$ cat config.mk
export PLATFORM = sky130hd
export DESIGN_NAME = spi_hold_gate
export DESIGN_NICKNAME = d
export VERILOG_FILES = /design/src/rtl/hold_pause_pkg.sv /design/src/rtl/hp_sync.sv /design/src/rtl/hp_edge.sv /design/src/rtl/hp_fsm.sv /design/src/rtl/spi_hold_gate.sv
export SDC_FILE = /design/constraint.sdc
export NUM_CORES = 1
export LEC_CHECK = 0
export BUFFER_PORTS_ARGS = -buffer_cell sky130_fd_sc_hd__clkbuf_2
export CORE_AREA = 2 2 40 42
export DETAILED_ROUTE_END_ITERATION = 16
export DIE_AREA = 0 0 42 44
export GPL_ROUTABILITY_DRIVEN = 0
export PLACE_DENSITY_LB_ADDON = 0.25
export SYNTH_ARGS = -nofsm -noshare
export SYNTH_HDL_FRONTEND = slang
export SYNTH_SLANG_ARGS = --single-unit
$ cat constraint.sdc
create_clock -name clk -period 1.18 [get_ports clk]
set_input_delay 0.177 -clock clk [delete_from_list [all_inputs] [get_ports clk]]
set_output_delay 0.177 -clock clk [all_outputs]
set_load 0.02 [all_outputs]
$ cat src/rtl/hold_pause_pkg.sv
package hold_pause_pkg;

    // Pause control states; see the brief for the transition names.
    typedef enum logic [2:0] {
        ST_IDLE,
        ST_RUN,
        ST_PEND_PAUSE,
        ST_PAUSED,
        ST_PEND_RESUME
    } hp_state_e;

    // Bit positions of the pins inside the shared synchronizer vector.
    localparam int unsigned PIN_CS   = 0;
    localparam int unsigned PIN_HOLD = 1;
    localparam int unsigned PIN_SCK  = 2;
    localparam int unsigned PIN_SI   = 3;
    localparam int unsigned PIN_NUM  = 4;

endpackage

$ cat src/rtl/hp_sync.sv
module hp_sync #(
    parameter int unsigned WIDTH   = 4,
    parameter int unsigned STAGES  = 2,
    parameter logic [WIDTH-1:0] RST_VAL = '0
) (
    input  logic             clk,
    input  logic             rst_n,
    input  logic [WIDTH-1:0] d,
    output logic [WIDTH-1:0] q
);
    // One flop chain per bit, each bit with its own reset level.
    for (genvar b = 0; b < WIDTH; b++) begin : g_bit
        logic [STAGES-1:0] chain;
        always_ff @(posedge clk or negedge rst_n) begin
            if (!rst_n) begin
                chain <= {STAGES{RST_VAL[b]}};
            end else begin
                chain <= {chain[STAGES-2:0], d[b]};
            end
        end
        assign q[b] = chain[STAGES-1];
    end

endmodule

$ cat src/rtl/hp_edge.sv
module hp_edge #(
    parameter logic RST_VAL = 1'b0
) (
    input  logic clk,
    input  logic rst_n,
    input  logic lvl,
    output logic rise,
    output logic fall
);
    logic prev_q;

    always_ff @(posedge clk or negedge rst_n) begin
        if (!rst_n) begin
            prev_q <= RST_VAL;
        end else begin
            prev_q <= lvl;
        end
    end

    assign rise = lvl & ~prev_q;
    assign fall = ~lvl & prev_q;

endmodule

$ cat src/rtl/hp_fsm.sv
module hp_fsm
    import hold_pause_pkg::*;
(
    input  logic clk,
    input  logic rst_n,
    input  logic cs_s,
    input  logic hold_s,
    input  logic sck_s,
    input  logic sck_rise,
    input  logic sck_fall,
    input  logic si_s,
    output logic shift_en,
    output logic shift_bit,
    output logic adv_en,
    output logic sel,
    output logic so_oe
);
    hp_state_e state_q, state_d;
    logic      live;

    // State register.
    always_ff @(posedge clk or negedge rst_n) begin
        if (!rst_n) begin
            state_q <= ST_IDLE;
        end else begin
            state_q <= state_d;
        end
    end

    // Next-state logic.
    always_comb begin
        state_d = state_q;
        unique case (state_q)
            ST_IDLE: begin
                if (!cs_s) state_d = ST_RUN;
            end
            ST_RUN: begin
                if (cs_s)         state_d = ST_IDLE;
                else if (!hold_s) state_d = sck_s ? ST_PEND_PAUSE : ST_PAUSED;
            end
            ST_PEND_PAUSE: begin
                if (cs_s)          state_d = ST_IDLE;
                else if (hold_s)   state_d = ST_RUN;
                else if (sck_fall) state_d = ST_PAUSED;
            end
            ST_PAUSED: begin
                if (cs_s)        state_d = ST_IDLE;
                else if (hold_s) state_d = sck_s ? ST_PEND_RESUME : ST_RUN;
            end
            ST_PEND_RESUME: begin
                if (cs_s)          state_d = ST_IDLE;
                else if (!hold_s)  state_d = ST_PAUSED;
                else if (sck_fall) state_d = ST_RUN;
            end
            default: state_d = ST_IDLE;
        endcase
    end

    // Edges pass only in the two forwarding states.
    assign live = !cs_s && (state_q == ST_RUN || state_q == ST_PEND_PAUSE);

    // Output register.
    always_ff @(posedge clk or negedge rst_n) begin
        if (!rst_n) begin
            shift_en  <= 1'b0;
            shift_bit <= 1'b0;
            adv_en    <= 1'b0;
            sel       <= 1'b0;
            so_oe     <= 1'b0;
        end else begin
            shift_en <= sck_rise && live;
            adv_en   <= sck_fall && live;
            if (sck_rise && live) shift_bit <= si_s;
            sel      <= !cs_s && (state_q != ST_IDLE);
            so_oe    <= !cs_s && hold_s;
        end
    end

    // deselection always returns to idle, dropping any pause.
    a_r9_cs_clears_pause: assert property (@(posedge clk) disable iff (!rst_n)
        cs_s |=> (state_q == ST_IDLE));

    // a settled pause lets no edge through.
    a_r3_paused_quiet: assert property (@(posedge clk) disable iff (!rst_n)
        (state_q == ST_PAUSED) |=> (!shift_en && !adv_en));

    // a deferred pause forwards its landing fall, then pauses.
    a_r4_deferred_pause_lands: assert property (@(posedge clk) disable iff (!rst_n)
        (state_q == ST_PEND_PAUSE && sck_fall && !cs_s && !hold_s)
        |=> (state_q == ST_PAUSED && adv_en));

    // a deferred resume swallows its landing fall.
    a_r6_deferred_resume_lands: assert property (@(posedge clk) disable iff (!rst_n)
        (state_q == ST_PEND_RESUME && sck_fall && !cs_s && hold_s)
        |=> (state_q == ST_RUN && !adv_en));

endmodule

$ cat src/rtl/spi_hold_gate.sv
module spi_hold_gate
    import hold_pause_pkg::*;
#(
    parameter int unsigned SYNC_STAGES = 2
) (
    input  logic clk,
    input  logic rst_n,
    input  logic cs_n_pin,
    input  logic sck_pin,
    input  logic si_pin,
    input  logic hold_n_pin,
    output logic eng_sel,
    output logic eng_shift,
    output logic eng_bit,
    output logic eng_adv,
    output logic so_oe
);
    // Idle pin levels: deselected, not paused, clock low.
    localparam logic [PIN_NUM-1:0] PIN_IDLE =
        (PIN_NUM'(1) << PIN_CS) | (PIN_NUM'(1) << PIN_HOLD);

    logic [PIN_NUM-1:0] pins_raw, pins_s;
    logic cs_s, hold_s, sck_s, si_s, sck_rise, sck_fall;

    always_comb begin
        pins_raw           = '0;
        pins_raw[PIN_CS]   = cs_n_pin;
        pins_raw[PIN_HOLD] = hold_n_pin;
        pins_raw[PIN_SCK]  = sck_pin;
        pins_raw[PIN_SI]   = si_pin;
    end

    hp_sync #(.WIDTH(PIN_NUM), .STAGES(SYNC_STAGES), .RST_VAL(PIN_IDLE)) u_sync (
        .clk(clk), .rst_n(rst_n), .d(pins_raw), .q(pins_s)
    );

    assign cs_s   = pins_s[PIN_CS];
    assign hold_s = pins_s[PIN_HOLD];
    assign sck_s  = pins_s[PIN_SCK];
    assign si_s   = pins_s[PIN_SI];

    hp_edge #(.RST_VAL(1'b0)) u_sck_edge (
        .clk(clk), .rst_n(rst_n), .lvl(sck_s), .rise(sck_rise), .fall(sck_fall)
    );

    hp_fsm u_fsm (
        .clk(clk), .rst_n(rst_n), .cs_s(cs_s), .hold_s(hold_s), .sck_s(sck_s),
        .sck_rise(sck_rise), .sck_fall(sck_fall), .si_s(si_s),
        .shift_en(eng_shift), .shift_bit(eng_bit), .adv_en(eng_adv),
        .sel(eng_sel), .so_oe(so_oe)
    );

    // the driver enable drops one cycle after a sampled pause.
    a_r8_oe_drops: assert property (@(posedge clk) disable iff (!rst_n)
        !hold_s |=> !so_oe);

    // nothing reaches the engine while deselected.
    a_r1_idle_quiet: assert property (@(posedge clk) disable iff (!rst_n)
        cs_s |=> (!eng_shift && !eng_adv && !eng_sel));

    // a rise and a fall are never forwarded together.
    a_r2_single_pulse: assert property (@(posedge clk) disable iff (!rst_n)
        $onehot0({eng_shift, eng_adv}));

endmodule

[After elaboration in Yosys (flattened, before gate mapping)]
Cells that the tools add are included.
Word-level totals
  register bits: 17
  input bits: 6
  output and inout bits: 5
  logic and storage cells: 48
Cells by class
  equal/unequal tests: 9
  muxes and demuxes: 14
  bitwise operators: 4
  reductions and logical operators: 10
Operators with widths (count)
  $mux W3: 12
  $pmux W3 S5: 1
  $ne A4 B3 Y1 const B: 2
  $eq A3 B2 Y1 const B: 2
  $ne A3 B3 Y1 const B: 2
  $logic_and A1 B1 Y1: 5
  $reduce_and A5 Y1: 1
  $eq A3 B1 Y1 const B: 1
  $eq A3 B3 Y1 const B: 1
  $logic_not A3 Y1: 1
  $reduce_bool A3 Y1: 1
  $and A1 B1 Y1: 2
  $ne A2 B2 Y1 const B: 1
  $not A1 Y1: 2
  $logic_not A1 Y1: 1
  $logic_or A1 B1 Y1: 1
  $mux W1: 1

[Logic depth before layout (Yosys ltp)]
Gate-level depths: netlist of the first run.
  word-level depth: 6
  mapped depth: 4
  gate-level depth less buffers: 3

[Hierarchy]
From an unflattened synthesis of the first run, not the netlist that was laid out.
Second synthesis, totals
  cell total of the unflattened synthesis: 45
  area, all modules: 643.1 um2
Modules (own cells, without submodules)
  hp_fsm: times used 1, cells each 30, area an instance 367.9 um2, seq. area each 200.2 um2
  hp_sync: times used 1, cells each 12, area an instance 235.2 um2, seq. area each 205.2 um2
  hp_edge: times used 1, cells each 3, area an instance 40.0 um2, seq. area each 25.0 um2

[Worst setup path after synthesis of the first run]
Ideal clock, no wire load.
  kind: flip-flop to flip-flop
  from: register u_fsm.state_q[1]
  to: register u_fsm.shift_bit
  setup time: 128 ps
  arrival: 1083 ps
  required time: 1052 ps
  slack: -31 ps
  stages on the path, launching flop included: 5
  buffers on the path: 1
  period minus slack after synthesis: 1211 ps
  path through: dfrtp_1 buf_6 xor2_1 nand4_1 mux2_1
Between the ends
  longest elaborated chain between the ends: 4
  elaborated cells on any way between the ends: 5
  classes of those cells: eq/ne (2); reduce/logical (3)
Ends and longest elaborated chain
  from (decl): RTL line hp_fsm.sv:18  | hp_state_e state_q, state_d;
  from (signal assigned): RTL line hp_fsm.sv:26  | state_q <= state_d;
  $eq A3 B1 Y1 / $eq A3 B2 Y1 (equally long branches): RTL line hp_fsm.sv:60  | assign live = !cs_s && (state_q == ST_RUN || state_q == ST_PEND_PAUSE);
  $logic_or A1 B1 Y1 *: RTL line hp_fsm.sv:60
  $logic_and A1 B1 Y1 *: RTL line hp_fsm.sv:60
  $logic_and A1 B1 Y1 *: RTL line hp_fsm.sv:73  | if (sck_rise && live) shift_bit <= si_s;
  to (signal assigned): RTL line hp_fsm.sv:73
  to (decl): RTL line hp_fsm.sv:13  | output logic shift_bit,
Mark *: on every way between the ends. The rest lies on a longest branch, timed or not.
A chain may end at the register's enable or synchronous reset.

[Worst setup path in the final report of the first run]
  from: register u_fsm.state_q[0]
  to: register u_fsm.shift_bit
Same word-level chain as after synthesis.

==> results.md, run 1 <==
Floorplanning:
- The initial core utilization is 41.3%.
- The die outline area is 1850 µm².
- The site row count is 14.
- The x dimension of the die is 42 µm.
- The die is 44 µm tall.
- In this run the count of I/O pins placed on the die edge is 11.
- The region available for standard cell placement spans 1420 µm².

Worst setup path:
- The worst setup path endpoint is u_fsm.shift_bit$_DFFE_PN0P_.
- The critical path contains buffers and inverters numbering 0 combined.
- The register-to-register path setup slack is -0.03 ns.
- In this design, the stage delay of the slowest critical-path cell is 0.43 ns.
- The worst setup path is captured at a flip-flop.
- The path depth of the worst reg2reg path is 3.
- The data required time at the worst endpoint is 1.37 ns.
- The category of the critical setup timing path is reg -> reg.
- Walking the worst path, the cells encountered are xor2_2 > nand4_1 > mux2_4.
- The endpoint arrival time on the critical path is 1.40 ns.
- The largest fanout on the critical path is 2.
- The top cell family by delay on the critical path is flip-flops.
- The critical path runs through a total of 3 cells.
- The sort of element at the start of the critical path is a flip-flop.
- The cell at the slowest stage of the critical path is dfrtp_1.
- In this run the critical register-to-register path is launched from u_fsm.state_q[0]$_DFFE_PN0P_.
- The origin of the worst setup path is u_fsm.state_q[0]$_DFFE_PN0P_.
- The worst reg2reg path endpoint is u_fsm.shift_bit$_DFFE_PN0P_.

Finish:
- The most common cell after layout, fill and taps aside is dfrtp_1.
- The final standard cell area without fillers is 782 µm².
- The multi-input combinational cell area is 156 µm².
- For this run, the number of standard cells in the final layout without fillers is 80.
- For this run, the post-layout net count is 71.
- In the layout the commonest cells are 13 x dfrtp_1, 10 x clkbuf_2, 5 x dlygate4sd3_1.
- The utilization after layout is 55.1%.
- The area taken by flip-flops and latches is 430 µm².
- The number of filler cells placed in the layout is 122.
- Cells with a size suffix above 1 make up 40.6% of the layout.
- The repair_antennas step left the layout with diodes totalling 0.
- The area growth from synthesis to layout is 33.5%.

Detailed routing:
- The number of iterations in the first detailed-routing pass is 4.
- The wire length on met2 is 471 µm.
- Detailed routing inserted a total of 383 vias.
- The detailed-routed wire length on met3 is 44 µm.
- The top layer used by detailed routing is met4.
- In this run, the number of DRC markers left after iteration 0 of detailed routing was 7.
- In the routed design, unresolved DRC markers number 0.
- The number of nets still failing antenna checks after routing is 0.
- After detailed routing, the wire length on met1 is 422 µm.
- The average vias per placed instance is 4.79.
- The overall routed net length is 966 µm.
- In the final routed layout, each cell accounts on average for 12.1 µm.

Placement:
- During placement, the flow inserted port buffers numbering 10.
- Before CTS, the worst setup slack after placement is -0.0134 ns.
- Once detailed placement completed, the half-perimeter wirelength came to 622 µm.
- The post-detailed-placement cell area is 674 µm².
- After detailed placement, the design holds a cell count of 70.

STA:
- The final setup violation count is 1.
- The final critical path takes up 102% of the cycle.
- The relative slew slack is 74.3%.
- Setup repair after global routing could not meet its margin everywhere.
- The post-layout worst setup margin is -0.0269 ns.
- The final count of hold timing violations is 0.
- The transition time of the tightest slew-check pin is 0.386 ns.
- Final hold analysis gives a worst-case slack of 0.319 ns.
- Across the routed clock network, the largest skew measured is 0.00803 ns.
- The number of slew-limit violations in the final report is 0.
- The highest clock rate is 829 MHz.
- The minimum clock period is 1.21 ns.

Clocking:
- The clock edge transition at the registers on the reported setup and hold paths is 0.09 ns.
- The clock net sink count is 17.
- The clock latency on the worst-skew pair is 0.29 ns.
- The buffer type at the clock tree root is clkbuf_4.
- In this run the deepest clock path goes through 2 buffers.
- TritonCTS built the clock tree.
- In this run, CTS created clock tree buffers numbering 3.
- The number of H-tree levels is 1.

Synthesis:
- The share of synthesized area in the top cell type comes to 55.6%.
- The area of the mapped netlist is 586 µm².
- The number of standard cells after synthesis is 41.
- The number of synthesis warnings is 0.
- Ranked by total cell area, the synthesized netlist is headed by dfrtp_1 56%, dfstp_2 18%, nor2b_1 3.2%.
- A synthesized cell averages 14.3 µm².
- The count of different cell masters after synthesis is 18.
- After synthesis, the share of flip-flops with an asynchronous set or reset is 100%.
- Sequential elements use 73.5% of the synthesized area.
- The flip-flop and latch count after synthesis is 17.
- In this run, synthesis inferred 0 flip-flops with an integrated enable.
- The synthesized netlist net count is 47.
- The cell accounting for the most synthesized area is dfrtp_1.
- In the synthesized netlist the dominant register cell turns out to be dfrtp_1.

Outcome:
- The run finished, with violations left.
- The final reports fail on negative setup slack.

Pwr:
- Net switching is 24.7% of the power.
- The clock network accounts for 28.0% of the total power.
- Of the total power, registers draw 59.0%.
- The part of the power in combinational logic is 13.0%.
- For this design the static power due to leakage is 0.377 nW.
- Summed over all nets, the switching power comes to 0.271 mW.
- Internal power comes to 0.826 mW.
- Dividing total power by cell area gives a power density of 1400 nW/µm².
- The worst ir drop on vdd is 0.000810 V.

Run:
- Max-cap violations in this run came to 0.

Min path:
- The tightest min-delay check is of the in -> async type.

Global route:
- The number of global-route vias before repair was 393.
- Entering global routing, the biggest net connects 18 pins.
- The number of antenna violations at the first check in global routing is 0.
- The global-route wire length before repair is 1570 µm.
- Across every metal layer, demand over resource in global routing totals 12.6%.
- For this run the aggregate overflow at the end of global routing stands at 0.
-- timing repair --
item / in CTS / in global routing
hold endpoints to repair: 17 / 0
hold buffers: 5 / 0
pin swaps: 0 / 2
endpoints found under the setup margin: 2 / 3
buffers inserted: 0 / 1
gates resized for setup: 2 / 3
-- area by class of cell --
| cell class | instances | area share (%) |
|---|---|---|
| inverters | 2 | 0.960 |
| flip-flops and latches | 17 | 55.0 |
| clock buffers | 4 | 3.36 |
| well taps | 16 | 2.56 |
| repair buffers | 20 | 18.1 |
| multi-input cells | 21 | 20.0 |
-- power groups by stage --
stage               Clock [mW]  Sequential, mW  Combinational (mW)
floorplan                    0           0.677              0.0387
CTS                      0.310           0.645               0.138
global placement             0           0.655               0.111
detailed placement           0           0.655               0.115
finish                   0.307           0.647               0.142
global route             0.340           0.650               0.157
-- kinds of logic (layout without fill, tap and decap cells) --
kind of cell              Yosys count  after routing  synth area share [%]
buffers and inverters               3             26                  3.21
AOI/OAI and AO/OA                   2              2                  2.57
xor gates and xnor gates            2              2                  2.99
muxes                               2              2                  3.63
and+or+nand+nor                    15             15                  14.1
DFF                                17             17                  73.5
-- stage by stage --
step | total power [mW] | TNS, ns
floorplan | 0.716 | -0.0293
global placement | 0.765 | 0
detailed placement | 0.770 | -0.0134
CTS | 1.09 | -0.0322
global route | 1.15 | -0.150
finish | 1.10 | -0.0269
-- synth_stat cells (2+ instances only) --
cell type / n
nor2b_1: 3
nor3_1: 3
nor4_1: 2
nor2_1: 3
dfrtp_1: 13
dfstp_2: 4
inv_1: 2
-- metal layers --
metal | vias up | GRT usage, %
met5 | - | 0
met4 | 0 | 12.3
met3 | 5 | 3.75
met2 | 13 | 19.1
met1 | 183 | 14.0
li1 | 182 | -
-- state kept, by name (all words and copies together) (netlist names) --
| signal | cells |
|---|---|
| u_sync.g_bit.chain | 8 |
| u_fsm.state_q | 3 |
| u_fsm.adv_en | 1 |
| u_fsm.sel | 1 |
| u_fsm.shift_bit | 1 |
| u_fsm.shift_en | 1 |
| u_fsm.so_oe | 1 |
| u_sck_edge.prev_q | 1 |
-- worst min-delay path by stage --
stage / start / to / slack (ns) / depth (start not counted)
finish: rst_n / u_sync.g_bit[3].chain[0]$_DFF_PN0_ / 0.32 / 2
global route: rst_n / u_sync.g_bit[3].chain[0]$_DFF_PN0_ / 0.35 / 2
CTS: rst_n / u_sync.g_bit[3].chain[0]$_DFF_PN0_ / 0.34 / 2
detailed placement: rst_n / u_sync.g_bit[3].chain[0]$_DFF_PN0_ / 0.13 / 1
global placement: rst_n / u_sync.g_bit[3].chain[1]$_DFF_PN0_ / 0.12 / 1
floorplan: rst_n / u_fsm.adv_en$_DFF_PN0_ / -0.12 / 0
No activity file was read; power rests on OpenSTA's default activity.
==> run 2: changes to the inputs <==
GPL_ROUTABILITY_DRIVEN = unset   (was 0)
PLACE_DENSITY = 0.69   (was unset)
PLACE_DENSITY_LB_ADDON = unset   (was 0.25)
RECOVER_POWER = 100   (was unset)
==> results.md, run 2 (synthesized netlist as in run 1, its figures left out) <==
Clocking:
- The number of H-tree levels is 1.
- TritonCTS created 3 clock buffers.
- The buffer type at the clock tree root is clkbuf_4.
- The clock reaches the later pin of the worst-skew pair after 0.27 ns.
- Clock-pin slew was measured on the worst setup and hold paths at 0.09 ns.
- The tree built by TritonCTS fans out to 17 sinks.
- The maximum root-to-sink buffer count is 2.
- TritonCTS built the clock tree.

Placement:
- Port buffering added 10 buffers.
- The HPWL after detailed placement is 647 µm.
- The post-detailed-placement cell area is 674 µm².
- The final estimated routing congestion in global placement is 0.781.

Finish:
- The post-route netlist has 38.8% of its cells at a drive strength greater than 1.
- The register with the most flip-flops in the layout has 8 of them.
- The most common cell after layout, fill and taps aside is dfrtp_1.
- In the layout the commonest cells are 12 x dfrtp_1, 7 x buf_4, 6 x clkbuf_1, 6 x clkbuf_2, 5 x dlygate4sd3_1.
- The final standard cell area without fillers is 798 µm².
- The utilization after layout is 56.3%.
- The largest registers in the layout are u_sync.g_bit.chain: 8 flops, u_fsm.state_q: 3 flops.
- 0 antenna diodes ended up in the layout.
- The register name with the most flops is u_sync.g_bit.chain.
- The final-stage net count is 74.
- The area growth from synthesis to layout is 36.3%.

Detailed routing:
- The routed layout has 407 vias.
- The remaining design rule violation count is 0.
- The overall routed net length is 1110 µm.
- For this block, the initial DRC count from the detailed router was 8.
- The number of iterations in the first detailed-routing pass is 3.
- In the final routed layout, each cell accounts on average for 13.3 µm.
- The average vias per placed instance is 4.90.
- Once detail routing completed, the nets flagged for antenna violations numbered 0.

Pwr:
- In this run, flip-flops and latches consume 59.0% of the power.
- The internal portion of the total power is 0.836 mW.
- The worst ir drop on vdd is 0.000838 V.
- The power density over the cells is 1380 nW/µm².
- The leakage component of the power is 0.371 nW.
- The total net switching power is 0.266 mW.
- The fraction of power consumed by the clock network is 26.3%.
- The part of the power in combinational logic is 14.6%.
- Of the total power, the share spent switching nets is 24.2%.

STA:
- In the post-route analysis, the smallest setup slack over all paths is -0.0797 ns.
- The setup clock skew after layout is 0.00352 ns.
- The final clock period utilization by the worst path is 107%.
- The transition time of the tightest slew-check pin is 0.398 ns.
- The relative slew slack is 73.5%.
- The number of slew-limit violations in the final report came to 0.
- The final setup violation count is 3.
- The highest clock rate is 794 MHz.
- Counting I/O delays and the setup requirement, the final critical path takes 1.26 ns.
- The worst hold margin is 0.346 ns.
- Setup repair after global routing could not meet its margin everywhere.
- The final count of hold timing violations is 0.

Worst setup path:
- The launching point of the worst reg2reg path is u_fsm.state_q[0]$_DFFE_PN0P_.
- The data required time at the worst endpoint is 1.34 ns.
- The endpoint arrival time on the critical path is 1.42 ns.
- The kind of end point of the critical path is a flip-flop.
- The slowest stage of the critical path is the dfrtp_1 cell.
- The sort of element at the start of the critical path is a flip-flop.
- The worst stage delay on the critical path is 0.43 ns.
- The origin of the worst setup path is u_fsm.state_q[0]$_DFFE_PN0P_.
- The critical path is of the reg -> reg type.
- The critical path goes through xor2_2 > nand4_1 > mux2_4.
- The largest fanout on the critical path is 2.
- The path depth of the worst reg2reg path is 3.

Min path:
- The path class of the tightest hold or removal check is in -> async.

Global route:
- The first global-routing pass estimated 1700 µm of wire.
- The largest net degree at the start of global routing is 18.
- The number of antenna violations at the first check in global routing is 0.
- The number of global-route vias before repair was 411.
- Global routing used 13.2% of the available tracks.
- The total global routing overflow is 0.

Floorplanning:
- The core region area is 1420 µm².
- Pin placement for this block handled 11 I/O pins.
- The initial core utilization is 41.3%.
- The floorplan has 14 rows.
- In this run the vertical extent of the chip is 44 µm.
- The die outline area is 1850 µm².
- The floorplan step set the die width to 42 µm.

Outcome:
- The final reports fail on negative setup slack.
- The flow ran to the end, but the final reports show violations.

Run:
- Max-cap violations in this run came to 0.
[run 2: cell count changes in the layout (fill, tap and decap cells not counted), sizes merged]
cell / before / now
buf: 5 / 7
clkbuf: 14 / 15
[run 2: critical path, delay by kind of cell (launching register included)]
family           cells  cell delay [ns]
flip-flops           1             0.43
multiplexers         1             0.34
XOR/XNOR             1             0.20
AND/OR/NAND/NOR      1             0.18
[run 2: routing by layer]
layer / track usage (%) / part of all wire (%)
met5: 0 / 0
met4: 11.0 / 4.1
met3: 4.58 / 5.7
met2: 22.2 / 52
met1: 13.4 / 38
[run 2: stage by stage]
stage               cells  worst slack (ns)  total power, mW  setup TNS, ns
floorplan              41           -0.0293            0.716        -0.0293
global placement       70            0.0122            0.764              0
detailed placement     70           -0.0988            0.772         -0.164
CTS                    84           -0.0568             1.12         -0.108
global route           83            -0.123             1.16         -0.297
finish                 83           -0.0797             1.10         -0.152
[run 2: what timing repair did]
| item | 4_1_cts | 5_1_grt |
|---|---|---|
| setup buffers | 5 | 0 |
| hold buffers | 5 | 0 |
| pin swaps | 2 | 1 |
| resized for setup | 2 | 5 |
| endpoints found under the hold margin | 17 | 0 |
| setup endpoints to repair | 2 | 6 |
[run 2: power by group through the flow]
stage | combinational, mW | clock (mW) | sequential [mW]
6_report | 0.161 | 0.290 | 0.651
5_1_grt | 0.172 | 0.338 | 0.654
4_1_cts | 0.159 | 0.308 | 0.648
3_5_place_dp | 0.114 | 0 | 0.658
3_3_place_gp | 0.110 | 0 | 0.655
2_1_floorplan | 0.0387 | 0 | 0.677
[run 2: path summary, 6_finish.rpt]
| path | to | slack (ns) |
|---|---|---|
| max | u_fsm.shift_bit$_DFFE_PN0P_ | -0.08 |
| min | u_fsm.sel$_DFF_PN0_ | 0.35 |
| max reg2reg | u_fsm.shift_bit$_DFFE_PN0P_ | -0.08 |
| min reg2reg | u_sync.g_bit[3].chain[1]$_DFF_PN0_ | 0.36 |
| max in group asynchronous | u_sync.g_bit[1].chain[1]$_DFF_PN1_ | 0.51 |
| min in group clk | u_sync.g_bit[3].chain[1]$_DFF_PN0_ | 0.36 |
[run 2: final cells by class]
type | instances | area (µm²)
clock buffer | 4 | 26.3
fill | 115 | 621
inverter | 2 | 7.51
multi-input combinational | 21 | 161
sequential | 17 | 432
tap | 16 | 20.0
timing repair buffer | 23 | 151
